<file path="config.mk">
export PLATFORM = sky130hd
export DESIGN_NAME = dsi_spi_slave
export DESIGN_NICKNAME = d
export VERILOG_FILES = /design/src/rtl/dsi_pkg.sv /design/src/rtl/dsi_sync.sv /design/src/rtl/dsi_shifter.sv /design/src/rtl/dsi_regs.sv /design/src/rtl/dsi_spi_slave.sv
export SDC_FILE = /design/constraint.sdc
export NUM_CORES = 1
export LEC_CHECK = 0
export ABC_AREA = 1
export CAP_MARGIN = 20
export CORE_ASPECT_RATIO = 0.7
export CORE_UTILIZATION = 50
export DETAILED_ROUTE_END_ITERATION = 10
export PLACE_DENSITY_LB_ADDON = 0.1
export SYNTH_ARGS = -nofsm -noshare
export SYNTH_HDL_FRONTEND = slang
export SYNTH_SLANG_ARGS = --single-unit
</file>
<file path="constraint.sdc">
create_clock -name clk -period 1.67 [get_ports clk]
set_input_delay 0.334 -clock clk [delete_from_list [all_inputs] [get_ports clk]]
set_output_delay 0.334 -clock clk [all_outputs]
set_load 0.02 [all_outputs]
</file>
<file path="src/rtl/dsi_pkg.sv">
`timescale 1ns/1ps
package dsi_pkg;
   localparam int ADDR_W = 7;
   typedef logic [ADDR_W-1:0] addr_t;

   localparam addr_t A_CTRL   = 7'h02;
   localparam addr_t A_SENSE  = 7'h04;
   localparam addr_t A_STAT0  = 7'h10;
   localparam addr_t A_TDATA  = 7'h1E;
   localparam addr_t A_GTHR_H = 7'h3A;
   localparam addr_t A_GTHR_L = 7'h3B;
   localparam addr_t A_STHR_H = 7'h3C;
   localparam addr_t A_STHR_L = 7'h3D;
   localparam addr_t A_BURST  = 7'h78;

   localparam int BURST_BYTES = 4;

   typedef struct packed {
      logic srst;
      logic test;
   } ctrl_t;

   function automatic logic wr_mapped(input addr_t a);
      return (a == A_CTRL) || (a == A_SENSE) || (a == A_TDATA) ||
             (a == A_GTHR_H) || (a == A_GTHR_L) ||
             (a == A_STHR_H) || (a == A_STHR_L);
   endfunction
endpackage

</file>
<file path="src/rtl/dsi_sync.sv">
`timescale 1ns/1ps
module dsi_sync #(
   parameter int               W       = 3,
   parameter int               STAGES  = 2,
   parameter logic [W-1:0]     RST_VAL = '0
) (
   input  logic         clk,
   input  logic         rst_n,
   input  logic [W-1:0] d,
   output logic [W-1:0] q
);
   logic [W-1:0] st [STAGES];

   always_ff @(posedge clk or negedge rst_n) begin
      if (!rst_n) begin
         for (int i = 0; i < STAGES; i++) st[i] <= RST_VAL;
      end else begin
         st[0] <= d;
         for (int i = 1; i < STAGES; i++) st[i] <= st[i-1];
      end
   end

   assign q = st[STAGES-1];
endmodule

</file>
<file path="src/rtl/dsi_shifter.sv">
`timescale 1ns/1ps
module dsi_shifter (
   input  logic       clk,
   input  logic       rst_n,
   input  logic       cs_s,
   input  logic       sclk_s,
   input  logic       mosi_s,
   input  logic [7:0] tx_byte,
   output logic       byte_done,
   output logic       is_cmd,
   output logic [7:0] rx_byte,
   output logic       load,
   output logic       miso
);
   logic       sclk_d;
   logic [2:0] bit_cnt;
   logic [6:0] rx_q;
   logic [7:0] tx_q;
   logic       first_q;
   logic       rise, fall;

   assign rise      = sclk_s & ~sclk_d;
   assign fall      = ~sclk_s & sclk_d;
   assign byte_done = ~cs_s & rise & (bit_cnt == 3'd7);
   assign load      = ~cs_s & fall & (bit_cnt == 3'd0);
   assign rx_byte   = {rx_q, mosi_s};
   assign is_cmd    = first_q;
   assign miso      = tx_q[7];

   always_ff @(posedge clk or negedge rst_n) begin
      if (!rst_n) begin
         sclk_d  <= 1'b0;
         bit_cnt <= '0;
         rx_q    <= '0;
         tx_q    <= '0;
         first_q <= 1'b1;
      end else begin
         sclk_d <= sclk_s;
         if (cs_s) begin
            bit_cnt <= '0;
            rx_q    <= '0;
            tx_q    <= '0;
            first_q <= 1'b1;
         end else begin
            if (rise) begin
               rx_q    <= rx_byte[6:0];
               bit_cnt <= bit_cnt + 3'd1;
               if (bit_cnt == 3'd7) first_q <= 1'b0;
            end
            if (fall) tx_q <= (bit_cnt == 3'd0) ? tx_byte : {tx_q[6:0], 1'b0};
         end
      end
   end

   // miso rests low once the select has been high for a cycle
   a_r1_miso_idle: assert property (@(posedge clk) disable iff (!rst_n)
      (cs_s && $past(cs_s)) |-> !miso);
endmodule

</file>
<file path="src/rtl/dsi_regs.sv">
`timescale 1ns/1ps
module dsi_regs
   import dsi_pkg::*;
#(
   parameter int NUM_BANKS = 4,
   localparam int NUM_CH   = 8 * NUM_BANKS
) (
   input  logic              clk,
   input  logic              rst_n,
   input  logic              byte_done,
   input  logic              is_cmd,
   input  logic [7:0]        rx_byte,
   input  logic              load,
   input  logic [NUM_CH-1:0] chan_in,
   output logic [7:0]        tx_byte,
   output logic              test_en,
   output logic [NUM_BANKS-1:0] sense_mode,
   output logic [15:0]       gnd_thr,
   output logic [15:0]       sup_thr
);
   addr_t                ptr;
   logic                 rd_mode;
   ctrl_t                ctrl_q;
   logic [NUM_BANKS-1:0] sense_q;
   logic [7:0]           tdata_q;
   logic [15:0]          gthr_q, sthr_q;
   logic [NUM_CH-1:0]    snap_q;
   logic [NUM_CH-1:0]    stat_eff;
   logic                 wr;

   assign stat_eff = ctrl_q.test ? {NUM_BANKS{tdata_q}} : chan_in;
   assign wr       = byte_done & ~is_cmd & ~rd_mode;

   always_ff @(posedge clk or negedge rst_n) begin
      if (!rst_n) begin
         ptr     <= '0;
         rd_mode <= 1'b0;
         ctrl_q  <= '0;
         sense_q <= '0;
         tdata_q <= '0;
         gthr_q  <= '0;
         sthr_q  <= '0;
         snap_q  <= '0;
      end else begin
         if (byte_done && is_cmd) begin
            ptr     <= rx_byte[6:0];
            rd_mode <= rx_byte[7];
            snap_q  <= stat_eff;
         end else if (wr || (load && rd_mode)) begin
            ptr <= ptr + 7'd1;
         end
         if (wr) begin
            if (ptr == A_CTRL) begin
               ctrl_q.srst <= rx_byte[1];
               ctrl_q.test <= rx_byte[0] & ~rx_byte[1];
            end else if (!ctrl_q.srst) begin
               case (ptr)
                  A_SENSE:  sense_q      <= rx_byte[NUM_BANKS-1:0];
                  A_TDATA:  tdata_q      <= rx_byte;
                  A_GTHR_H: gthr_q[15:8] <= rx_byte;
                  A_GTHR_L: gthr_q[7:0]  <= rx_byte;
                  A_STHR_H: sthr_q[15:8] <= rx_byte;
                  A_STHR_L: sthr_q[7:0]  <= rx_byte;
                  default: ;
               endcase
            end
         end
         if (ctrl_q.srst) begin
            sense_q <= '0;
            tdata_q <= '0;
            gthr_q  <= '0;
            sthr_q  <= '0;
         end
      end
   end

   always_comb begin
      tx_byte = 8'h00;
      case (ptr)
         A_CTRL:   tx_byte = {6'b0, ctrl_q.srst, ctrl_q.test};
         A_SENSE:  tx_byte = 8'(sense_q);
         A_TDATA:  tx_byte = tdata_q;
         A_GTHR_H: tx_byte = gthr_q[15:8];
         A_GTHR_L: tx_byte = gthr_q[7:0];
         A_STHR_H: tx_byte = sthr_q[15:8];
         A_STHR_L: tx_byte = sthr_q[7:0];
         default:  tx_byte = 8'h00;
      endcase
      for (int b = 0; b < NUM_BANKS; b++) begin
         if (ptr == A_STAT0 + 7'(2 * b))
            tx_byte = snap_q[8*b +: 8];
         if (ptr == A_BURST + 7'(BURST_BYTES - 1 - b))
            tx_byte = snap_q[8*b +: 8];
      end
   end

   assign test_en    = ctrl_q.test;
   assign sense_mode = sense_q;
   assign gnd_thr    = gthr_q;
   assign sup_thr    = sthr_q;

   // a write to an address outside the writable set leaves all storage alone
   a_r10_unmapped_write: assert property (@(posedge clk) disable iff (!rst_n)
      (wr && !wr_mapped(ptr)) |=> $stable({ctrl_q, sense_q, tdata_q, gthr_q, sthr_q}));

   // one cycle into soft reset every configuration register reads zero
   a_r9_srst_clears: assert property (@(posedge clk) disable iff (!rst_n)
      ctrl_q.srst |=> (sense_q == '0 && tdata_q == '0 && gthr_q == '0 && sthr_q == '0));

   // test enable cannot be set while soft reset is held
   a_r9_srst_no_test: assert property (@(posedge clk) disable iff (!rst_n)
      ctrl_q.srst |-> !ctrl_q.test);

   // the captured channel word holds for the rest of a transfer
   a_r7_snap_hold: assert property (@(posedge clk) disable iff (!rst_n)
      (!is_cmd && $past(!is_cmd)) |-> $stable(snap_q));
endmodule

</file>
<file path="src/rtl/dsi_spi_slave.sv">
`timescale 1ns/1ps
module dsi_spi_slave #(
   parameter int  NUM_BANKS   = 4,
   parameter int  SYNC_STAGES = 2,
   localparam int NUM_CH      = 8 * NUM_BANKS
) (
   input  logic                 clk,
   input  logic                 rst_n,
   input  logic                 cs_n,
   input  logic                 sclk,
   input  logic                 mosi,
   output logic                 miso,
   input  logic [NUM_CH-1:0]    chan_in,
   output logic                 test_en,
   output logic [NUM_BANKS-1:0] sense_mode,
   output logic [15:0]          gnd_thr,
   output logic [15:0]          sup_thr
);
   initial begin
      assert (NUM_BANKS >= 1 && NUM_BANKS <= 4)
         else $error("NUM_BANKS must lie in 1..4");
      assert (SYNC_STAGES >= 2)
         else $error("SYNC_STAGES must be at least 2");
   end

   logic [2:0] pins_s;
   logic       byte_done, is_cmd, load;
   logic [7:0] rx_byte, tx_byte;

   dsi_sync #(.W(3), .STAGES(SYNC_STAGES), .RST_VAL(3'b100)) u_sync (
      .clk  (clk),
      .rst_n(rst_n),
      .d    ({cs_n, sclk, mosi}),
      .q    (pins_s)
   );

   dsi_shifter u_shift (
      .clk      (clk),
      .rst_n    (rst_n),
      .cs_s     (pins_s[2]),
      .sclk_s   (pins_s[1]),
      .mosi_s   (pins_s[0]),
      .tx_byte  (tx_byte),
      .byte_done(byte_done),
      .is_cmd   (is_cmd),
      .rx_byte  (rx_byte),
      .load     (load),
      .miso     (miso)
   );

   dsi_regs #(.NUM_BANKS(NUM_BANKS)) u_regs (
      .clk       (clk),
      .rst_n     (rst_n),
      .byte_done (byte_done),
      .is_cmd    (is_cmd),
      .rx_byte   (rx_byte),
      .load      (load),
      .chan_in   (chan_in),
      .tx_byte   (tx_byte),
      .test_en   (test_en),
      .sense_mode(sense_mode),
      .gnd_thr   (gnd_thr),
      .sup_thr   (sup_thr)
   );
endmodule

</file>
==> summary.md <==
| Metric | Value |
|---|---|
| Clk slew on worst S/H paths | `0.08 ns` |
| Slew Limit Headroom | `0.697` |
| Synth cell types | `36` |
| First-pass GRT wire length | `28.1 mm` |
| WP data arrival | `2.12 ns` |
| Failing checks | `setup timing` |
| Root buffer cell | `clkbuf_16` |
| Worst slew pin tran | `0.454 ns` |
| CP Cell Sequence | `buf_4 > ha_4 > inv_4 > nor2_4 > nand3_1 > nand2_1 > nor2_1 > nand3_1 > nand2_1 > nand2_1 > nand2_1 > nand2_1 > nand2_1 > nand2_1` |
| Largest net degree at the start of global routing | `55` |
| Final instance area | `8300 µm²` |
| RSZ-0062 raised after global routing | `yes` |
| PortBufs | `74` |
| DRC violations left | `0` |
| DP HPWL | `11.8 mm` |
| Leak | `3.93 nW` |
| #FFs+latches synth | `112` |
| Gp weighted congestion | `0.933` |
| Worst slack at placement | `-0.256 ns` |
| Mean routed wirelength per cell | `20.1 µm` |
| Total power | `5.31 mW` |
| Vias in the first global route | `5348` |
| Starting Density | `0.528` |
| Critical path depth in cells | `14` |
| Min-delay src | `u_sync.st[5]` |
| Worst path buffer plus inverter count | `2` |
| Crit Path Class | `reg -> reg` |
| Final net count | `875` |
| Core region area | `10600 µm²` |
| DRT iter0 DRCs | `603` |
| Tot GR Track Use | `0.315` |
| CTS Buf Count | `9` |
| Hold/Removal Path Class | `reg -> reg` |
| Clk buf depth | `2` |
| Htree depth | `3` |
| FMAX | `0.537 GHz` |
| Crit path max fanout | `5` |
| ANT cells | `0` |
| Crit. Startpoint | `u_regs.ptr[0]` |
| Synth-to-Final Area Change | `47.9%` |
| Avg Vias per Cell | `5.89` |
| Die height | `90.6 µm` |
| Drt total wl | `19.8 mm` |
| Worst-skew pair later-pin latency | `0.36 ns` |
| RR Startpoint | `u_regs.ptr[0]` |
| Fin. Hold Viols | `0` |
| Post-route clock period utilization | `1.11` |
| Setup TNS | `-6.03 ns` |
| Initial antenna violation count | `0` |
| Post-Syn Nets | `725` |
| Worst path top cell family by delay | `simple AND/OR/NAND/NOR gates` |
| GR Overflow Total | `0` |
| Clk_skew | `0.00489 ns` |
| Worst VDD drop | `0.548 mV` |
| Area leader, netlist | `dfrtp_1` |
| Final WS setup | `-0.191 ns` |
| CP max stage cell | `dfrtp_2` |
| CP endpoint kind | `register` |
| Vias post-DR | `5795` |
| Remaining antenna violation count after routing | `0` |
| Startpoint Class | `register` |
| Fraction of final layout cells with drive strength greater than 1 | `0.285` |
| Max stage delay on crit path | `0.46 ns` |
| Post-synth top area share | `0.486` |
| Cells on worst reg2reg path | `14` |
| Die area | `11700 µm²` |
| Cell mode on critical path | `nand2_1` |
| Synth top area cells | `dfrtp_1 49%, nand2_1 15%, nand3_1 6.8%, o21ai_1 3.6%, o21a_1 3.2%` |
| Hold Slack | `0.357 ns` |
| Reg2Reg Capture Point | `u_shift.tx_q[2]` |
| Syn Area/Cell | `8.24 µm²` |
| IO Pins | `75` |
| Power per standard cell area | `640 nW/µm²` |
| Synth Warn # | `0` |
| TritonCTS clock tree | `done` |
| Standard-cell row count | `31` |
| Clock sinks | `112` |
| Slew Limit Fails | `0` |
| Placed Instance Area | `6940 µm²` |
| Fin crit period | `1.86 ns` |
| Max cap viols | `0` |
| Critical path capture point | `u_shift.tx_q[2]` |
| Setup violation total in the final timing report | `62` |
| Die width | `129 µm` |
| Crit path required time | `1.93 ns` |
| Synth Cell Area | `5610 µm²` |
| Cells after synthesis | `681` |
| Sequential element share of the synthesized area | `0.500` |
| TritonRoute pass-1 iters | `7` |
| Flop-to-flop setup slack | `-0.19 ns` |
| Outcome | `finished, violations left` |
-- placed cells by master, fill, tap and decap left out, types with 3 or more instances in the layout --
cell type and n:
a21oi_2 7, dfrtp_1 106, clkbuf_16 15, o21ai_1 45, buf_12 11, dlygate4sd2_1 38, a31oi_4 6, inv_1 34
o22ai_1 7, inv_4 3, nor2_4 12, o21a_1 24, buf_4 45, clkdlybuf4s50_1 35, o21ai_0 12, buf_6 15
dfstp_2 3, nand2_1 199, ha_4 5, o211ai_1 4, nand2_2 23, a21oi_1 23, nor2_1 11, nand3_1 49
nand2_4 10, inv_2 5, nand3_4 3, dfrtp_2 3, clkinv_4 4, nor2_2 6, o21ai_2 12, nand3_2 25
xor2_1 3
-- sequential cells by signal, summed over array words and instances, names as in the netlist --
name,count
u_regs.tdata_q,8
u_regs.sense_mode,4
u_regs.ptr,7
u_shift.bit_cnt,3
u_regs.rd_mode,1
u_shift.tx_q,8
u_regs.test_en,1
u_shift.is_cmd,1
u_shift.rx_q,7
u_regs.ctrl_q,1
u_sync.q,3
u_regs.snap_q,32
u_sync.st,3
u_regs.gnd_thr,16
u_regs.sup_thr,16
u_shift.sclk_d,1
-- layout make-up --
class / instances / area, µm²
clock inverter: 5 / 65.1
fill: 722 / 2330
timing repair buffer: 157 / 1670
tap: 148 / 185
inverter: 46 / 190
sequential: 112 / 2810
clock buffer: 11 / 243
multi-input combinational: 505 / 3140
-- what timing repair did --
action | in CTS | in global routing
hold buffers | 1 | 0
setup buffers | 13 | 9
resized for setup | 111 | 92
hold endpoints to repair | 21 | 0
gates cloned | 8 | 10
setup endpoints to repair | 92 | 82
pin swaps | 28 | 23
-- how the worst min path moves through the flow --
stage,end,slack (ns),depth (start not counted)
global route,u_sync.q[2],0.36,0
floorplan,u_regs.ctrl_q[1],0.04,0
detailed placement,u_regs.gnd_thr[2],0.27,1
finish,u_sync.q[2],0.36,0
CTS,u_sync.q[2],0.36,0
global placement,u_regs.gnd_thr[1],0.26,1
-- cell usage after synthesis --
library cell  number
nor2_4             1
a21boi_0           1
o22ai_1            8
o21ai_0           25
nor3_1             4
o21ai_2            4
clkinv_2           1
o211ai_1           4
clkbuf_1          12
o21a_1            24
buf_6              2
nand2_1          229
inv_1             41
or2_4              1
nor3_2             1
a21o_1             1
a21oi_1           31
ha_1               7
buf_2             10
a41oi_4            1
dfrtp_1          109
xor2_1             3
nor2_2             5
dfstp_2            3
a31oi_4            4
nand3_1           76
nand2_2            2
a22oi_1            2
o31ai_1            1
inv_2              2
o21ai_1           40
nor2_8             2
nand3_4            1
clkinv_1           2
nor2_1            20
buf_4              1
-- power by group --
group          switching, mW  leakage [nW]  internal, mW
registers             0.0123          1.49          2.73
logic                  0.167          2.29         0.141
clock network           1.04         0.150          1.22
total                   1.22          3.93          4.09
-- layer usage --
metal / vias up / share of wire / global-route usage
met2: 358 / 0.45 / 0.457
met4: 0 / 0.033 / 0.105
met5: - / 0 / 0
met1: 2799 / 0.42 / 0.454
met3: 63 / 0.10 / 0.0865
li1: 2575 / - / -
-- through the flow --
step,cells,utilization
final,984,0.781
after floorplan,681,-
after global routing,984,0.781
after global placement,927,0.653
after CTS,965,0.725
after detailed placement,927,0.653
-- cells by family after synthesis --
family                   Yosys count  synth area share
XOR/XNOR                           3           0.00468
AND/OR/NAND/NOR                  342             0.261
buffers and inverters             71            0.0533
flip-flops                       112             0.500
AO/OA/AOI/OAI                    146             0.165
adder cells (fa/ha/maj)            7            0.0156
(Power assumes the default switching activity.)
